$ cat src/rtl/pnl_pkg.sv
package pnl_pkg;

  typedef struct packed {
    logic load;     // take a new frame word into the shifter
    logic csLow;    // open a frame
    logic sclLow;   // present the current bit, clock low
    logic sclHigh;  // clock high, advance the shifter
    logic csHigh;   // close the frame
  } pnl_strb_t;

  // Number of frames in a script; sel=1 is power-down.
  function automatic logic [2:0] scriptLen(input logic sel);
    return sel ? 3'd1 : 3'd5;
  endfunction

  // Frame word {address, data} of entry idx of a script.
  function automatic logic [15:0] scriptWord(input logic sel, input logic [2:0] idx);
    logic [15:0] w;
    if (sel) begin
      w = 16'h055E;
    end else begin
      case (idx)
        3'd0:    w = 16'h051E;
        3'd1:    w = 16'h05C6;
        3'd2:    w = 16'h078D;
        3'd3:    w = 16'h1301;
        default: w = 16'h05C7;
      endcase
    end
    return w;
  endfunction

endpackage

$ cat src/rtl/pnl_tick.sv
module pnl_tick #(
  parameter int unsigned CLKS_PER_US = 100
) (
  input  logic clk,
  input  logic rstN,
  input  logic restart,
  output logic tick
);
  localparam int unsigned CW = (CLKS_PER_US > 1) ? $clog2(CLKS_PER_US) : 1;
  localparam logic [CW-1:0] LAST = CW'(CLKS_PER_US - 1);

  logic [CW-1:0] cnt;

  assign tick = (cnt == LAST);

  always_ff @(posedge clk or negedge rstN) begin
    if (!rstN)             cnt <= '0;
    else if (restart)      cnt <= '0;
    else if (cnt == LAST)  cnt <= '0;
    else                   cnt <= cnt + 1'b1;
  end

  generate
    if (CLKS_PER_US > 1) begin : g_chk
      // ticks are spaced by the divider, never back to back
      p_tick_spaced_r12: assert property (@(posedge clk) disable iff (!rstN)
        tick |=> !tick);
    end
  endgenerate
endmodule

$ cat src/rtl/pnl_ctrl.sv
module pnl_ctrl
  import pnl_pkg::*;
#(
  parameter int unsigned SETUP_US = 25,
  parameter int unsigned HALF_US  = 25,
  parameter int unsigned GAP_US   = 100
) (
  input  logic        clk,
  input  logic        rstN,
  input  logic        startUp,
  input  logic        startDown,
  input  logic        tick,
  output logic        restart,
  output pnl_strb_t   strb,
  output logic [15:0] frameWord,
  output logic        busy,
  output logic        done
);
  localparam int unsigned MAXA = (SETUP_US > HALF_US) ? SETUP_US : HALF_US;
  localparam int unsigned MAXD = (MAXA > GAP_US) ? MAXA : GAP_US;
  localparam int unsigned TW   = $clog2(MAXD + 1);
  localparam logic [TW-1:0] SETUP_LAST = TW'(SETUP_US - 1);
  localparam logic [TW-1:0] HALF_LAST  = TW'(HALF_US - 1);
  localparam logic [TW-1:0] GAP_LAST   = TW'(GAP_US - 1);

  typedef enum logic [2:0] {ST_IDLE, ST_SETUP, ST_BLO, ST_BHI, ST_GAP} state_t;

  state_t        state, nState;
  logic          scriptSel, nSel;
  logic [2:0]    idx, nIdx;
  logic [3:0]    bitCnt, nBit;
  logic [TW-1:0] tickCnt;
  logic [TW-1:0] phaseLast;
  logic          phaseEnd;
  logic          doneNext;

  always_comb begin
    case (state)
      ST_SETUP:        phaseLast = SETUP_LAST;
      ST_BLO, ST_BHI:  phaseLast = HALF_LAST;
      default:         phaseLast = GAP_LAST;
    endcase
  end

  assign phaseEnd = tick && (tickCnt == phaseLast);

  always_comb begin
    nState   = state;
    nSel     = scriptSel;
    nIdx     = idx;
    nBit     = bitCnt;
    strb     = '0;
    restart  = 1'b0;
    doneNext = 1'b0;
    case (state)
      ST_IDLE: begin
        if (startUp || startDown) begin
          nSel       = startDown;   // power-down wins a tie
          nIdx       = '0;
          strb.load  = 1'b1;
          strb.csLow = 1'b1;
          restart    = 1'b1;
          nState     = ST_SETUP;
        end
      end
      ST_SETUP: begin
        if (phaseEnd) begin
          strb.sclLow = 1'b1;
          nBit        = '0;
          restart     = 1'b1;
          nState      = ST_BLO;
        end
      end
      ST_BLO: begin
        if (phaseEnd) begin
          strb.sclHigh = 1'b1;
          restart      = 1'b1;
          nState       = ST_BHI;
        end
      end
      ST_BHI: begin
        if (phaseEnd) begin
          restart = 1'b1;
          if (bitCnt == 4'd15) begin
            strb.csHigh = 1'b1;
            nState      = ST_GAP;
          end else begin
            strb.sclLow = 1'b1;
            nBit        = bitCnt + 1'b1;
            nState      = ST_BLO;
          end
        end
      end
      default: begin
        if (phaseEnd) begin
          if (idx == scriptLen(scriptSel) - 3'd1) begin
            doneNext = 1'b1;
            nState   = ST_IDLE;
          end else begin
            nIdx       = idx + 1'b1;
            strb.load  = 1'b1;
            strb.csLow = 1'b1;
            restart    = 1'b1;
            nState     = ST_SETUP;
          end
        end
      end
    endcase
  end

  assign frameWord = scriptWord(nSel, nIdx);
  assign busy      = (state != ST_IDLE);

  always_ff @(posedge clk or negedge rstN) begin
    if (!rstN) begin
      state     <= ST_IDLE;
      scriptSel <= 1'b0;
      idx       <= '0;
      bitCnt    <= '0;
      done      <= 1'b0;
    end else begin
      state     <= nState;
      scriptSel <= nSel;
      idx       <= nIdx;
      bitCnt    <= nBit;
      done      <= doneNext;
    end
  end

  always_ff @(posedge clk or negedge rstN) begin
    if (!rstN)        tickCnt <= '0;
    else if (restart) tickCnt <= '0;
    else if (tick)    tickCnt <= tickCnt + 1'b1;
  end

  // the chosen script cannot change while one is running
  p_script_hold_r10: assert property (@(posedge clk) disable iff (!rstN)
    (state != ST_IDLE) |=> $stable(scriptSel));

  // a tie between both requests selects power-down
  p_down_priority_r11: assert property (@(posedge clk) disable iff (!rstN)
    (state == ST_IDLE && startUp && startDown) |=> (scriptSel && busy));

  // done is a single-cycle pulse
  p_done_single_r9: assert property (@(posedge clk) disable iff (!rstN)
    done |=> !done);
endmodule

$ cat src/rtl/pnl_dp.sv
module pnl_dp
  import pnl_pkg::*;
(
  input  logic        clk,
  input  logic        rstN,
  input  pnl_strb_t   strb,
  input  logic [15:0] frameWord,
  output logic        csN,
  output logic        sclOut,
  output logic        sdaOut
);
  logic [15:0] shreg;

  always_ff @(posedge clk or negedge rstN) begin
    if (!rstN) begin
      shreg  <= '0;
      csN    <= 1'b1;
      sclOut <= 1'b1;
      sdaOut <= 1'b0;
    end else begin
      if (strb.load) begin
        shreg  <= frameWord;
        sdaOut <= 1'b0;
      end
      if (strb.csLow) csN <= 1'b0;
      if (strb.sclLow) begin
        sclOut <= 1'b0;
        sdaOut <= shreg[15];
      end
      if (strb.sclHigh) begin
        sclOut <= 1'b1;
        shreg  <= {shreg[14:0], 1'b0};
      end
      if (strb.csHigh) begin
        csN    <= 1'b1;
        sdaOut <= 1'b0;
      end
    end
  end

  // data holds while the clock is high inside a frame
  p_data_hold_r4: assert property (@(posedge clk) disable iff (!rstN)
    (sclOut && !csN && $past(sclOut) && !$past(csN)) |-> $stable(sdaOut));

  // the clock only rises with the select active
  p_rise_in_frame_r2: assert property (@(posedge clk) disable iff (!rstN)
    $rose(sclOut) |-> !csN);
endmodule

$ cat src/rtl/pnl_cmd_seq.sv
module pnl_cmd_seq
  import pnl_pkg::*;
#(
  parameter int unsigned CLKS_PER_US = 100,
  parameter int unsigned SETUP_US    = 25,
  parameter int unsigned HALF_US     = 25,
  parameter int unsigned GAP_US      = 100,
  parameter logic [7:0]  MODE_CODE   = 8'hC9
) (
  input  logic clk,
  input  logic rst_n,
  input  logic start_up,
  input  logic start_down,
  output logic sel_n,
  output logic sclk,
  output logic sdat,
  output logic busy,
  output logic done
);
  logic        tick;
  logic        restart;
  pnl_strb_t   strb;
  logic [15:0] frameWord;

  pnl_tick #(.CLKS_PER_US(CLKS_PER_US)) u_tick (
    .clk(clk), .rstN(rst_n), .restart(restart), .tick(tick));

  pnl_ctrl #(.SETUP_US(SETUP_US), .HALF_US(HALF_US), .GAP_US(GAP_US)) u_ctrl (
    .clk(clk), .rstN(rst_n), .startUp(start_up), .startDown(start_down),
    .tick(tick), .restart(restart), .strb(strb), .frameWord(frameWord),
    .busy(busy), .done(done));

  pnl_dp u_dp (
    .clk(clk), .rstN(rst_n), .strb(strb), .frameWord(frameWord),
    .csN(sel_n), .sclOut(sclk), .sdaOut(sdat));

  // idle pin levels
  p_idle_pins_r1: assert property (@(posedge clk) disable iff (!rst_n)
    !busy |-> (sel_n && sclk && !sdat));

  // select is active only during a script
  p_sel_in_busy_r5: assert property (@(posedge clk) disable iff (!rst_n)
    !sel_n |-> busy);

  // done marks the end of busy
  p_done_end_r9: assert property (@(posedge clk) disable iff (!rst_n)
    done |-> (!busy && $past(busy)));

  // the mode code never enters the shifter
  p_no_mode_r8: assert property (@(posedge clk) disable iff (!rst_n)
    strb.load |-> (frameWord[15:8] != MODE_CODE && frameWord[7:0] != MODE_CODE));
endmodule

$ cat config.mk
export PLATFORM = sky130hd
export DESIGN_NAME = pnl_cmd_seq
export DESIGN_NICKNAME = d
export VERILOG_FILES = /design/src/rtl/pnl_pkg.sv /design/src/rtl/pnl_tick.sv /design/src/rtl/pnl_ctrl.sv /design/src/rtl/pnl_dp.sv /design/src/rtl/pnl_cmd_seq.sv
export SDC_FILE = /design/constraint.sdc
export NUM_CORES = 1
export LEC_CHECK = 0
export BUFFER_PORTS_ARGS = -buffer_cell sky130_fd_sc_hd__buf_2
export CAP_MARGIN = 20
export CORE_MARGIN = 5
export CORE_UTILIZATION = 60
export CTS_CLUSTER_SIZE = 25
export DETAILED_ROUTE_END_ITERATION = 8
export HOLD_SLACK_MARGIN = 0.03
export PLACE_DENSITY = 0.78
export RECOVER_POWER = 50
export SYNTH_ARGS = -nofsm -noshare
export SYNTH_HDL_FRONTEND = slang
export SYNTH_SLANG_ARGS = --single-unit
$ cat constraint.sdc
create_clock -name clk -period 3.15 [get_ports clk]
set_input_delay 0.4725 -clock clk [delete_from_list [all_inputs] [get_ports clk]]
set_output_delay 0.4725 -clock clk [all_outputs]
set_load 0.02 [all_outputs]
==> results of run 1 <==
-- per-stage QoR --
| step | utilization | std cells | area (sq um) |
|---|---|---|---|
| final | 0.676 | 295 | 2470 |
| after global routing | 0.676 | 295 | 2470 |
| after CTS | 0.677 | 295 | 2480 |
| after detailed placement | 0.645 | 287 | 2360 |
| after global placement | 0.645 | 287 | 2360 |
| after floorplan | - | 235 | 2270 |
-- synth_stat cells, types with 3 or more instances --
| master | n |
|---|---|
| a211oi_1 | 3 |
| clkbuf_1 | 5 |
| xnor2_1 | 6 |
| o21ai_0 | 6 |
| a21oi_1 | 8 |
| and3_1 | 4 |
| o21a_1 | 3 |
| nand2_1 | 29 |
| dfrtp_1 | 43 |
| xor2_1 | 6 |
| o31ai_1 | 3 |
| nand4b_1 | 4 |
| nand4_1 | 5 |
| a22o_1 | 8 |
| or3_1 | 3 |
| inv_1 | 6 |
| o21ai_1 | 4 |
| ha_1 | 5 |
| a21o_1 | 4 |
| nand3_1 | 15 |
| nor2_1 | 29 |
-- worst min-delay path by stage --
| stage | endpoint | slack, ns | depth (start not counted) |
|---|---|---|---|
| finish | u_tick.cnt[0]$_DFF_PN0_ | 0.46 | 1 |
| global route | u_tick.cnt[0]$_DFF_PN0_ | 0.50 | 1 |
| CTS | u_ctrl.done$_DFF_PN0_ | 0.35 | 1 |
| detailed placement | u_tick.cnt[0]$_DFF_PN0_ | 0.45 | 1 |
| global placement | u_tick.cnt[0]$_DFF_PN0_ | 0.45 | 1 |
| floorplan | u_ctrl.bitCnt[0]$_DFFE_PN0P_ | 0.18 | 0 |
-- state kept, by name, summed over array words and instances, names as in the netlist --
signal	count
u_dp.shreg	16
u_ctrl.tickCnt	7
u_tick.cnt	7
u_ctrl.bitCnt	4
u_ctrl.idx	3
u_ctrl.state	3
u_ctrl.done	1
u_ctrl.scriptSel	1
u_dp.csN	1
u_dp.sclOut	1
u_dp.sdaOut	1
-- area by class of cell --
| cell class | count | area [sq um] | area share |
|---|---|---|---|
| Multi-Input combinational cell | 176 | 1080 | 0.437 |
| Clock buffer | 7 | 86.3 | 0.0349 |
| Clock inverter | 1 | 30.0 | 0.0121 |
| Sequential cell | 45 | 1130 | 0.456 |
| Timing Repair Buffer | 12 | 66.3 | 0.0268 |
| Tap cell | 48 | 60.1 | 0.0243 |
| Inverter | 6 | 22.5 | 0.00910 |
-- worst reg2reg max path: cells and delay by family, from the launching register on --
kind	cells	cell delay [ns]
AO/OA/AOI/OAI	1	0.39
flip-flops	1	0.44
AND/OR/NAND/NOR	5	1.92
-- power by group --
part / switching (W) / internal [W]
combinational: 0.000109 / 0.0000730
sequential: 0.0000431 / 0.000626
clock: 0.000190 / 0.000259
total: 0.000342 / 0.000958
-- cells by family (layout without fill, tap and decap cells) --
logic type	Yosys count	after routing	synth area share
flip-flops	45	45	0.497
AND/OR/NAND/NOR	108	108	0.245
multiplexers	1	1	0.00441
adder cells (fa/ha/maj)	5	5	0.0275
XOR/XNOR	12	12	0.0463
buffers and inverters	14	26	0.0275
AO/OA/AOI/OAI	50	50	0.153
-- metal layers --
metal	global-route usage	wire length, um
met5	0	0
met4	0.0835	89
met3	0.0379	137
met2	0.282	1940
met1	0.258	1950
==> flow_summary_export.csv, run 1 <==
group,metric,value,unit
status,outcome,"complete, but fails checks",
status,violations,"capacitance limit, slew limit",
worst_setup_path,critPathMaxFanout,9,
flow_run,maxCapViolCount,1,
cells_and_area,layout_commonest_cell,"dfrtp_1",
detailed_routing,wirelength,4120,um
worst_setup_path,cp-end-kind,"flop",
worst_setup_path,arrival,3.05,ns
worst_setup_path,r2r_slack,0.34,ns
worst_setup_path,r2r_cells,6,
worst_setup_path,crit_chain,"or4_1 > or3_1 > a211o_1 > or3b_1 > or4_1 > nand3_1",
detailed_routing,first_pass_iters,4,
detailed_routing,vias_per_cell,5.80,
synthesis,yosysWarningCount,0,
worst_setup_path,critPathKind,"flop to flop",
timing,rsz0062_at_grt,"false",
synthesis,synth.distinct_cells,45,
cts,ctsResizeCount,0,
synthesis,synth_fp_nets,244,
synthesis,synthCells,235,
floorplanning,initial_core_util,0.621,
timing,hold_slack,0.456,ns
floorplanning,dieWidth,71.5,um
floorplanning,core,3660,sq um
cells_and_area,area_growth,8.92,%
timing,max_freq,356,MHz
grt,antenna_found_initial,0,
placed_design,globalplace.congestion,0.891,
worst_setup_path,cp_slowest_cell,"or4_1",
detailed_routing,wire_per_inst,14.0,um
cells_and_area,nFillCells,277,
synthesis,synth-seq-cells,45,
timing,setup_viol,0,
cts,post_cts_buffers,0,
grt,grt_max_degree,46,
worst_setup_path,critical_path_depth,6,
cts,clock_path_buffers,2,
worst_hold_path,hp-class,"flop to flop",
cts,cts.clk_slew.worst_paths,0.08,ns
timing,worstMarginPinSlew,2.28,ns
cts,root_buffer,"clkbuf_8",
synthesis,synth_top_cell_area_share,0.474,
worst_setup_path,path_buf_inv,0,
cells_and_area,layout.nets,255,
worst_setup_path,startpoint_type,"flop",
cts,postCtsHoldBufs,0,
grt,first_global_vias,1701,
worst_setup_path,cp-startpoint,"u_ctrl.tickCnt[0]$_DFFE_PN0P_",
pwr,ir_drop,0.448,mV
worst_setup_path,cpMostUsedCell,"or4_1",
synthesis,synth_top_cell_by_area,"dfrtp_1",
worst_hold_path,hold_start,"u_tick.cnt[0]$_DFF_PN0_",
placed_design,pre_cts_slack,0.354,ns
worst_setup_path,r2r_end,"u_ctrl.bitCnt[0]$_DFFE_PN0P_",
timing,setup_slack,0.340,ns
cells_and_area,drive_above_1_share,0.0891,
timing,finalCritPeriodShare,0.892,
floorplanning,rows,22,
synthesis,synthesis.area,2270,sq um
placed_design,dp_hpwl,2910,um
cells_and_area,final_cell_mix,"dfrtp_1, nand2_1, nor2_1, nand3_1",
timing,finalClockSkew,0.0117,ns
synthesis,ys_async_sr_fraction,1.00,
cts,clk-insertion-delay-late,0.31,ns
cells_and_area,antenna_cells,0,
synthesis,synth-seq-area-share,0.497,
floorplanning,die_y,71.5,um
detailed_routing,drcViolationCount,0,
timing,setup_tns,0,ns
synthesis,ys.flop_type,"dfrtp_1",
synthesis,synth_edf_count,0,
pwr,p_per_area,525,nW/um^2
grt,grt.total_usage,0.186,
placed_design,io_buffers,8,
cts,cts-buffers-inserted,5,
floorplanning,io_pins,9,
timing,finalCriticalPeriod,2.81,ns
grt,grt_first_pass_wirelength,7600,um
timing,hold_violations,0,
floorplanning,die_area,5120,sq um
synthesis,synth.top_cells.by_area,"dfrtp_1, nand2_1, nor2_1",
cts,tritoncts,"built",
pwr,leakage,1.10,nW
detailed_routing,vias,1710,
worst_setup_path,crit_end,"u_ctrl.bitCnt[0]$_DFFE_PN0P_",
grt,overflow,0,
worst_setup_path,r2r-start,"u_ctrl.tickCnt[0]$_DFFE_PN0P_",
detailed_routing,dr.first_iter.drc_count,134,
detailed_routing,ant_nets,0,
cts,htreeDepth,2,
worst_setup_path,path_delay_family,"simple AND/OR/NAND/NOR gates",
worst_setup_path,required,3.39,ns
pwr,finalPower,0.00130,W
timing,report.final.slew_viol_count,46,
worst_setup_path,slowest_delay,0.52,ns
cts,cts_num_sinks,45,
timing,slew_headroom,-0.517,
synthesis,avgSynthCellArea,9.67,sq um
Note: power is estimated with default switching activity, not from simulation.
==> run 2: changes to the inputs <==
Settings changed: GPL_TIMING_DRIVEN set to 0, PLACE_DENSITY 0.78 to 0.79.
==> run 2 against run 1 <==
Clock skew shrank 0.0028 ns; cell count grew 1.7%; critical endpoint is now u_dp.shreg[1]$_DFFE_PN0P_; sequential power is essentially flat; the flow still finishes with violations (capacitance limit, slew limit); via count grew 4.0%; sequential cell count is the same.
==> flow_summary_export.csv, run 2 (same netlist as run 1, synthesis figures left out) <==
group,metric,value,unit
status,outcome,"complete, but fails checks",
status,violations,"capacitance limit, slew limit",
grt,grt_first_pass_wirelength,7850,um
cells_and_area,largest_reg_flops,16,
worst_setup_path,r2r_slack,0.25,ns
cts,ctsResizeCount,0,
timing,setup_viol,0,
detailed_routing,ant_nets,0,
cts,cts.clk_slew.worst_paths,0.09,ns
worst_setup_path,cp_slowest_cell,"or4_1",
flow_run,maxCapViolCount,1,
worst_setup_path,arrival,3.07,ns
cells_and_area,stdcell_count,300,
worst_setup_path,cp-end-kind,"flop",
floorplanning,die_area,5120,sq um
detailed_routing,dr.first_iter.drc_count,118,
detailed_routing,wl_met1,2010,um
pwr,comb_power_share,0.133,
cells_and_area,layout.nets,260,
cells_and_area,nFillCells,282,
detailed_routing,top_layer,"met4",
worst_setup_path,r2r_cells,7,
cts,cts-buffers-inserted,5,
worst_setup_path,required,3.33,ns
timing,setup_tns,0,ns
worst_setup_path,critPathKind,"flop to flop",
worst_setup_path,slowest_delay,0.53,ns
timing,finalCriticalPeriod,2.90,ns
floorplanning,die_y,71.5,um
floorplanning,io_pins,9,
pwr,leakage,1.11,nW
placed_design,globalplace.congestion,0.920,
placed_design,io_buffers,8,
cts,clk-insertion-delay-late,0.31,ns
cts,clock_path_buffers,2,
placed_design,dp_hpwl,3110,um
placed_design,dp.cells,291,
detailed_routing,vias,1779,
cts,tritoncts,"built",
cts,root_buffer,"clkbuf_8",
timing,finalClockSkew,0.00891,ns
cells_and_area,top_register,"u_dp.shreg",
worst_setup_path,r2r-start,"u_ctrl.tickCnt[0]$_DFFE_PN0P_",
timing,hold_violations,0,
detailed_routing,vias_per_cell,5.93,
pwr,p_seq_frac,0.486,
floorplanning,initial_core_util,0.621,
worst_setup_path,r2r_end,"u_dp.shreg[1]$_DFFE_PN0P_",
grt,first_global_vias,1796,
worst_hold_path,hp-class,"primary input to asynchronous set/reset pin",
detailed_routing,first_pass_iters,4,
pwr,netSwitchingFraction,0.263,
detailed_routing,wire_per_inst,14.8,um
timing,finalCritPeriodShare,0.920,
worst_setup_path,crit_chain,"or4_1 > or3_1 > a211o_1 > buf_6 > nor4_4 > clkbuf_1 > o31ai_1",
floorplanning,core,3660,sq um
cells_and_area,largestRegisters,"u_dp.shreg x16, u_ctrl.tickCnt x7, u_tick.cnt x7",
pwr,internal_power,0.00102,W
cells_and_area,layout_commonest_cell,"dfrtp_1",
detailed_routing,dr_wl_met2,2190,um
timing,worstMarginPinSlew,1.58,ns
timing,slew_headroom,-0.0507,
pwr,ir_drop,0.427,mV
timing,report.final.slew_viol_count,31,
floorplanning,rows,22,
pwr,clkPwrFrac,0.381,
grt,grt_max_degree,46,
cells_and_area,multi_input_comb_area,1080,sq um
cells_and_area,seqCellArea,1130,sq um
cts,postCtsHoldBufs,0,
grt,antenna_found_initial,0,
grt,overflow,0,
detailed_routing,wl_met3,134,um
cells_and_area,antenna_cells,0,
detailed_routing,wirelength,4440,um
worst_setup_path,critPathMaxFanout,10,
detailed_routing,drcViolationCount,0,
grt,grt.total_usage,0.193,
cells_and_area,drive_above_1_share,0.0873,
timing,rsz0062_at_grt,"false",
pwr,p_per_area,549,nW/um^2
cts,htreeDepth,2,
floorplanning,dieWidth,71.5,um
cts,cts_num_sinks,45,
timing,max_freq,345,MHz
cts,post_cts_buffers,0,
worst_setup_path,startpoint_type,"flop",
cells_and_area,area_growth,10.5,%
cells_and_area,final_cell_mix,"dfrtp_1, nand2_1, nor2_1, nand3_1, clkbuf_1",
pwr,p_sw,0.000362,W
run 2: cell types whose count changed in the layout (fill, tap and decap cells not counted):
cell	change
bufinv_16	+1
clkbuf_1	+5
clkbuf_8	-1
buf_4	-4
buf_6	+1
inv_6	+1
buf_2	+2
run 2: how the worst max path moves through the flow:
stage	startpoint	endpoint	slack, ns	depth (start not counted)
floorplan	u_ctrl.tickCnt[0]$_DFFE_PN0P_	u_ctrl.bitCnt[0]$_DFFE_PN0P_	0.45	8
global placement	u_ctrl.tickCnt[0]$_DFFE_PN0P_	u_dp.shreg[1]$_DFFE_PN0P_	0.27	7
detailed placement	u_ctrl.tickCnt[0]$_DFFE_PN0P_	u_dp.shreg[1]$_DFFE_PN0P_	0.24	7
CTS	u_ctrl.tickCnt[0]$_DFFE_PN0P_	u_dp.shreg[1]$_DFFE_PN0P_	0.25	7
global route	u_ctrl.tickCnt[0]$_DFFE_PN0P_	u_dp.shreg[1]$_DFFE_PN0P_	0.09	8
finish	u_ctrl.tickCnt[0]$_DFFE_PN0P_	u_dp.shreg[1]$_DFFE_PN0P_	0.25	7
run 2: final cells by class:
class,instances,share of cell area
Buffer,8,0.0160
Clock buffer,5,0.0274
Clock inverter,3,0.0274
Inverter,6,0.00897
Multi-Input combinational cell,176,0.431
Sequential cell,45,0.450
Tap cell,48,0.0239
Timing Repair Buffer,9,0.0160
run 2: layer usage:
layer	vias to the layer above	GRT usage
met5	-	0
met4	0	0.0793
met3	12	0.0463
met2	33	0.327
met1	861	0.236
li1	873	-
run 2: power by group through the flow:
stage               Combinational (W)  Sequential [W]  Clock, W
global placement             0.000178        0.000678         0
floorplan                    0.000136        0.000670         0
CTS                          0.000183        0.000668  0.000537
finish                       0.000183        0.000670  0.000525
detailed placement           0.000182        0.000680         0
global route                 0.000214        0.000676  0.000563
run 2: critical path: cells and delay by family, from the launching register on:
| kind | cells | cell delay [ns] |
|---|---|---|
| compound gates | 2 | 0.43 |
| buf+inv | 2 | 0.56 |
| flops | 1 | 0.45 |
| simple gates | 3 | 1.33 |
run 2: stage by stage:
stage	setup slack, ns	hold WS, ns	power (W)	utilization	cell area, sq um
after floorplan	0.449	0.177	0.000805	-	2270
after global placement	0.266	0.447	0.000856	0.648	2370
after detailed placement	0.245	0.459	0.000862	0.648	2370
after CTS	0.249	0.348	0.00139	0.686	2510
after global routing	0.0896	0.271	0.00145	0.686	2510
final	0.252	0.214	0.00138	0.686	2510
==> run 3: changes to the inputs <==
Settings changed: CORE_UTILIZATION 60 to 40, PLACE_DENSITY 0.79 to 0.57.
==> run 3 against run 2 <==
The run still ends with capacitance limit, slew limit left; fmax decreased by 3.3%; sequential cell count unchanged; via count decreased by 1.2%; hold slack improved by 0.24 ns; critical path type unchanged; largest power group unchanged.
==> flow_summary_export.csv, run 3 (same netlist as run 1, synthesis figures left out) <==
group,metric,value,unit
detailed_routing,wirelength,4780,um
pwr,comb_power_share,0.153,
worst_setup_path,cp-startpoint,"u_ctrl.tickCnt[0]$_DFFE_PN0P_",
worst_setup_path,r2r-start,"u_ctrl.tickCnt[0]$_DFFE_PN0P_",
timing,hold_violations,0,
timing,max_freq,334,MHz
timing,setup_viol,0,
floorplanning,die_area,7290,sq um
grt,grt.total_usage,0.140,
cts,cts_num_sinks,45,
cells_and_area,drive_above_1_share,0.0791,
floorplanning,dieWidth,85.4,um
cts,clk-insertion-delay-late,0.29,ns
pwr,ir_drop,0.237,mV
pwr,p_sw,0.000350,W
detailed_routing,dr.first_iter.drc_count,73,
detailed_routing,wire_per_inst,14.7,um
worst_hold_path,hold_start,"u_tick.cnt[0]$_DFF_PN0_",
placed_design,globalplace.congestion,0.772,
timing,report.final.slew_viol_count,42,
status,violations,"capacitance limit, slew limit",
cts,tritoncts,"built",
flow_run,maxCapViolCount,1,
worst_setup_path,critPathKind,"flop to flop",
pwr,p_per_area,481,nW/um^2
worst_setup_path,r2r_slack,0.15,ns
detailed_routing,vias,1758,
worst_setup_path,cp-end-kind,"flop",
pwr,leakage,1.10,nW
timing,setup_tns,0,ns
cts,cts-buffers-inserted,5,
worst_hold_path,hold_depth,1,
worst_setup_path,arrival,3.19,ns
timing,slew_headroom,-0.214,
worst_setup_path,crit_chain,"or4_1 > or3_1 > a211o_1 > buf_6 > nor4_4 > clkbuf_1 > nand2_1 > o31ai_1",
cells_and_area,top_register,"u_dp.shreg",
timing,finalClockSkew,0.00397,ns
floorplanning,core,5510,sq um
cts,cts.clk_slew.worst_paths,0.08,ns
worst_setup_path,cp_slowest_cell,"or4_1",
pwr,internal_power,0.000856,W
timing,worstMarginPinSlew,1.82,ns
placed_design,dp.cells,315,
timing,finalCritPeriodShare,0.951,
worst_setup_path,critPathMaxFanout,10,
cells_and_area,stdcell_count,325,
detailed_routing,drcViolationCount,0,
cts,htreeDepth,2,
worst_setup_path,r2r_end,"u_dp.shreg[1]$_DFFE_PN0P_",
worst_setup_path,path_buf_inv,2,
worst_setup_path,required,3.34,ns
cells_and_area,final_cell_mix,"dfrtp_1, nand2_1, nor2_1, nand3_1, clkbuf_1",
floorplanning,rows,27,
grt,grt_first_pass_wirelength,8050,um
grt,antenna_found_initial,0,
status,outcome,"complete, but fails checks",
cts,clock_path_buffers,2,
cells_and_area,antenna_cells,0,
pwr,p_seq_frac,0.555,
worst_setup_path,r2r_cells,8,
cells_and_area,layout.nets,261,
pwr,netSwitchingFraction,0.290,
detailed_routing,first_pass_iters,4,
cells_and_area,layout_commonest_cell,"dfrtp_1",
detailed_routing,vias_per_cell,5.41,
cells_and_area,multi_input_comb_area,1080,sq um
grt,overflow,0,
pwr,clkPwrFrac,0.292,
cells_and_area,area_growth,10.2,%
timing,finalCriticalPeriod,3.00,ns
placed_design,dp_hpwl,3360,um
cells_and_area,largest_reg_flops,16,
cells_and_area,final_area,2500,sq um
cells_and_area,largestRegisters,"u_dp.shreg x16, u_ctrl.tickCnt x7, u_tick.cnt x7",
detailed_routing,ant_nets,0,
worst_setup_path,slowest_delay,0.53,ns
worst_setup_path,path_delay_family,"simple AND/OR/NAND/NOR gates",
floorplanning,io_pins,9,
grt,first_global_vias,1660,
cts,root_buffer,"clkbuf_8",
placed_design,placed_area,2400,sq um
pwr,finalPower,0.00121,W
grt,grt_max_degree,46,
cells_and_area,nFillCells,553,
floorplanning,initial_core_util,0.413,
placed_design,io_buffers,8,
timing,rsz0062_at_grt,"false",
cts,post_cts_buffers,0,
cells_and_area,seqCellArea,1130,sq um
worst_hold_path,min_to,"u_tick.cnt[0]$_DFF_PN0_",
floorplanning,die_y,85.4,um
worst_setup_path,startpoint_type,"flop",
worst_hold_path,hp-class,"flop to flop",
[run 3: layer usage]
layer,routed length [um],track usage,part of all wire,up-vias
li1,-,-,-,875
met1,2360,0.197,0.49,851
met2,2180,0.215,0.46,25
met3,182,0.0301,0.038,7
met4,57,0.0417,0.012,0
met5,0,0,0,-
[run 3: worst max-delay path by stage]
stage | end | slack, ns | cells after the start
5_1_grt | u_dp.shreg[1]$_DFFE_PN0P_ | 0.002 | 8
3_5_place_dp | u_dp.shreg[1]$_DFFE_PN0P_ | 0.17 | 7
6_report | u_dp.shreg[1]$_DFFE_PN0P_ | 0.15 | 8
3_3_place_gp | u_dp.shreg[1]$_DFFE_PN0P_ | 0.17 | 7
4_1_cts | u_dp.shreg[1]$_DFFE_PN0P_ | 0.17 | 7
2_1_floorplan | u_ctrl.bitCnt[0]$_DFFE_PN0P_ | 0.45 | 8
[run 3: timing repair]
action,in CTS,in global routing
resized for setup,0,0
hold endpoints to repair,0,4
hold buffers,0,1
[run 3: through the flow]
step / worst slack [ns] / hold WS, ns / util
2_1_floorplan: 0.449 / 0.177 / -
3_3_place_gp: 0.173 / 0.448 / 0.436
3_5_place_dp: 0.170 / 0.449 / 0.436
4_1_cts: 0.169 / 0.385 / 0.451
5_1_grt: 0.00219 / 0.484 / 0.455
6_report: 0.153 / 0.454 / 0.455
[run 3: area by class of cell]
type,count,share of cell area
buffer,8,0.0160
clock buffer,7,0.0305
clock inverter,1,0.00300
inverter,6,0.00899
multi-input combinational,176,0.432
sequential,45,0.451
tap,72,0.0360
timing repair buffer,10,0.0235
[run 3: worst reg2reg max path, cell delays in order, from the launching register on]
cell      delay, ns
dfrtp_1        0.46
or4_1          0.53
or3_1          0.37
a211o_1        0.28
buf_6          0.14
nor4_4         0.46
clkbuf_1       0.46
nand2_1        0.11
o31ai_1        0.09
[run 3: power by group through the flow]
stage	combinational, W	clock, W	sequential, W
6_report	0.000184	0.000353	0.000669
5_1_grt	0.000211	0.000396	0.000677
4_1_cts	0.000187	0.000371	0.000669
3_5_place_dp	0.000188	0	0.000679
3_3_place_gp	0.000183	0	0.000680
2_1_floorplan	0.000136	0	0.000670
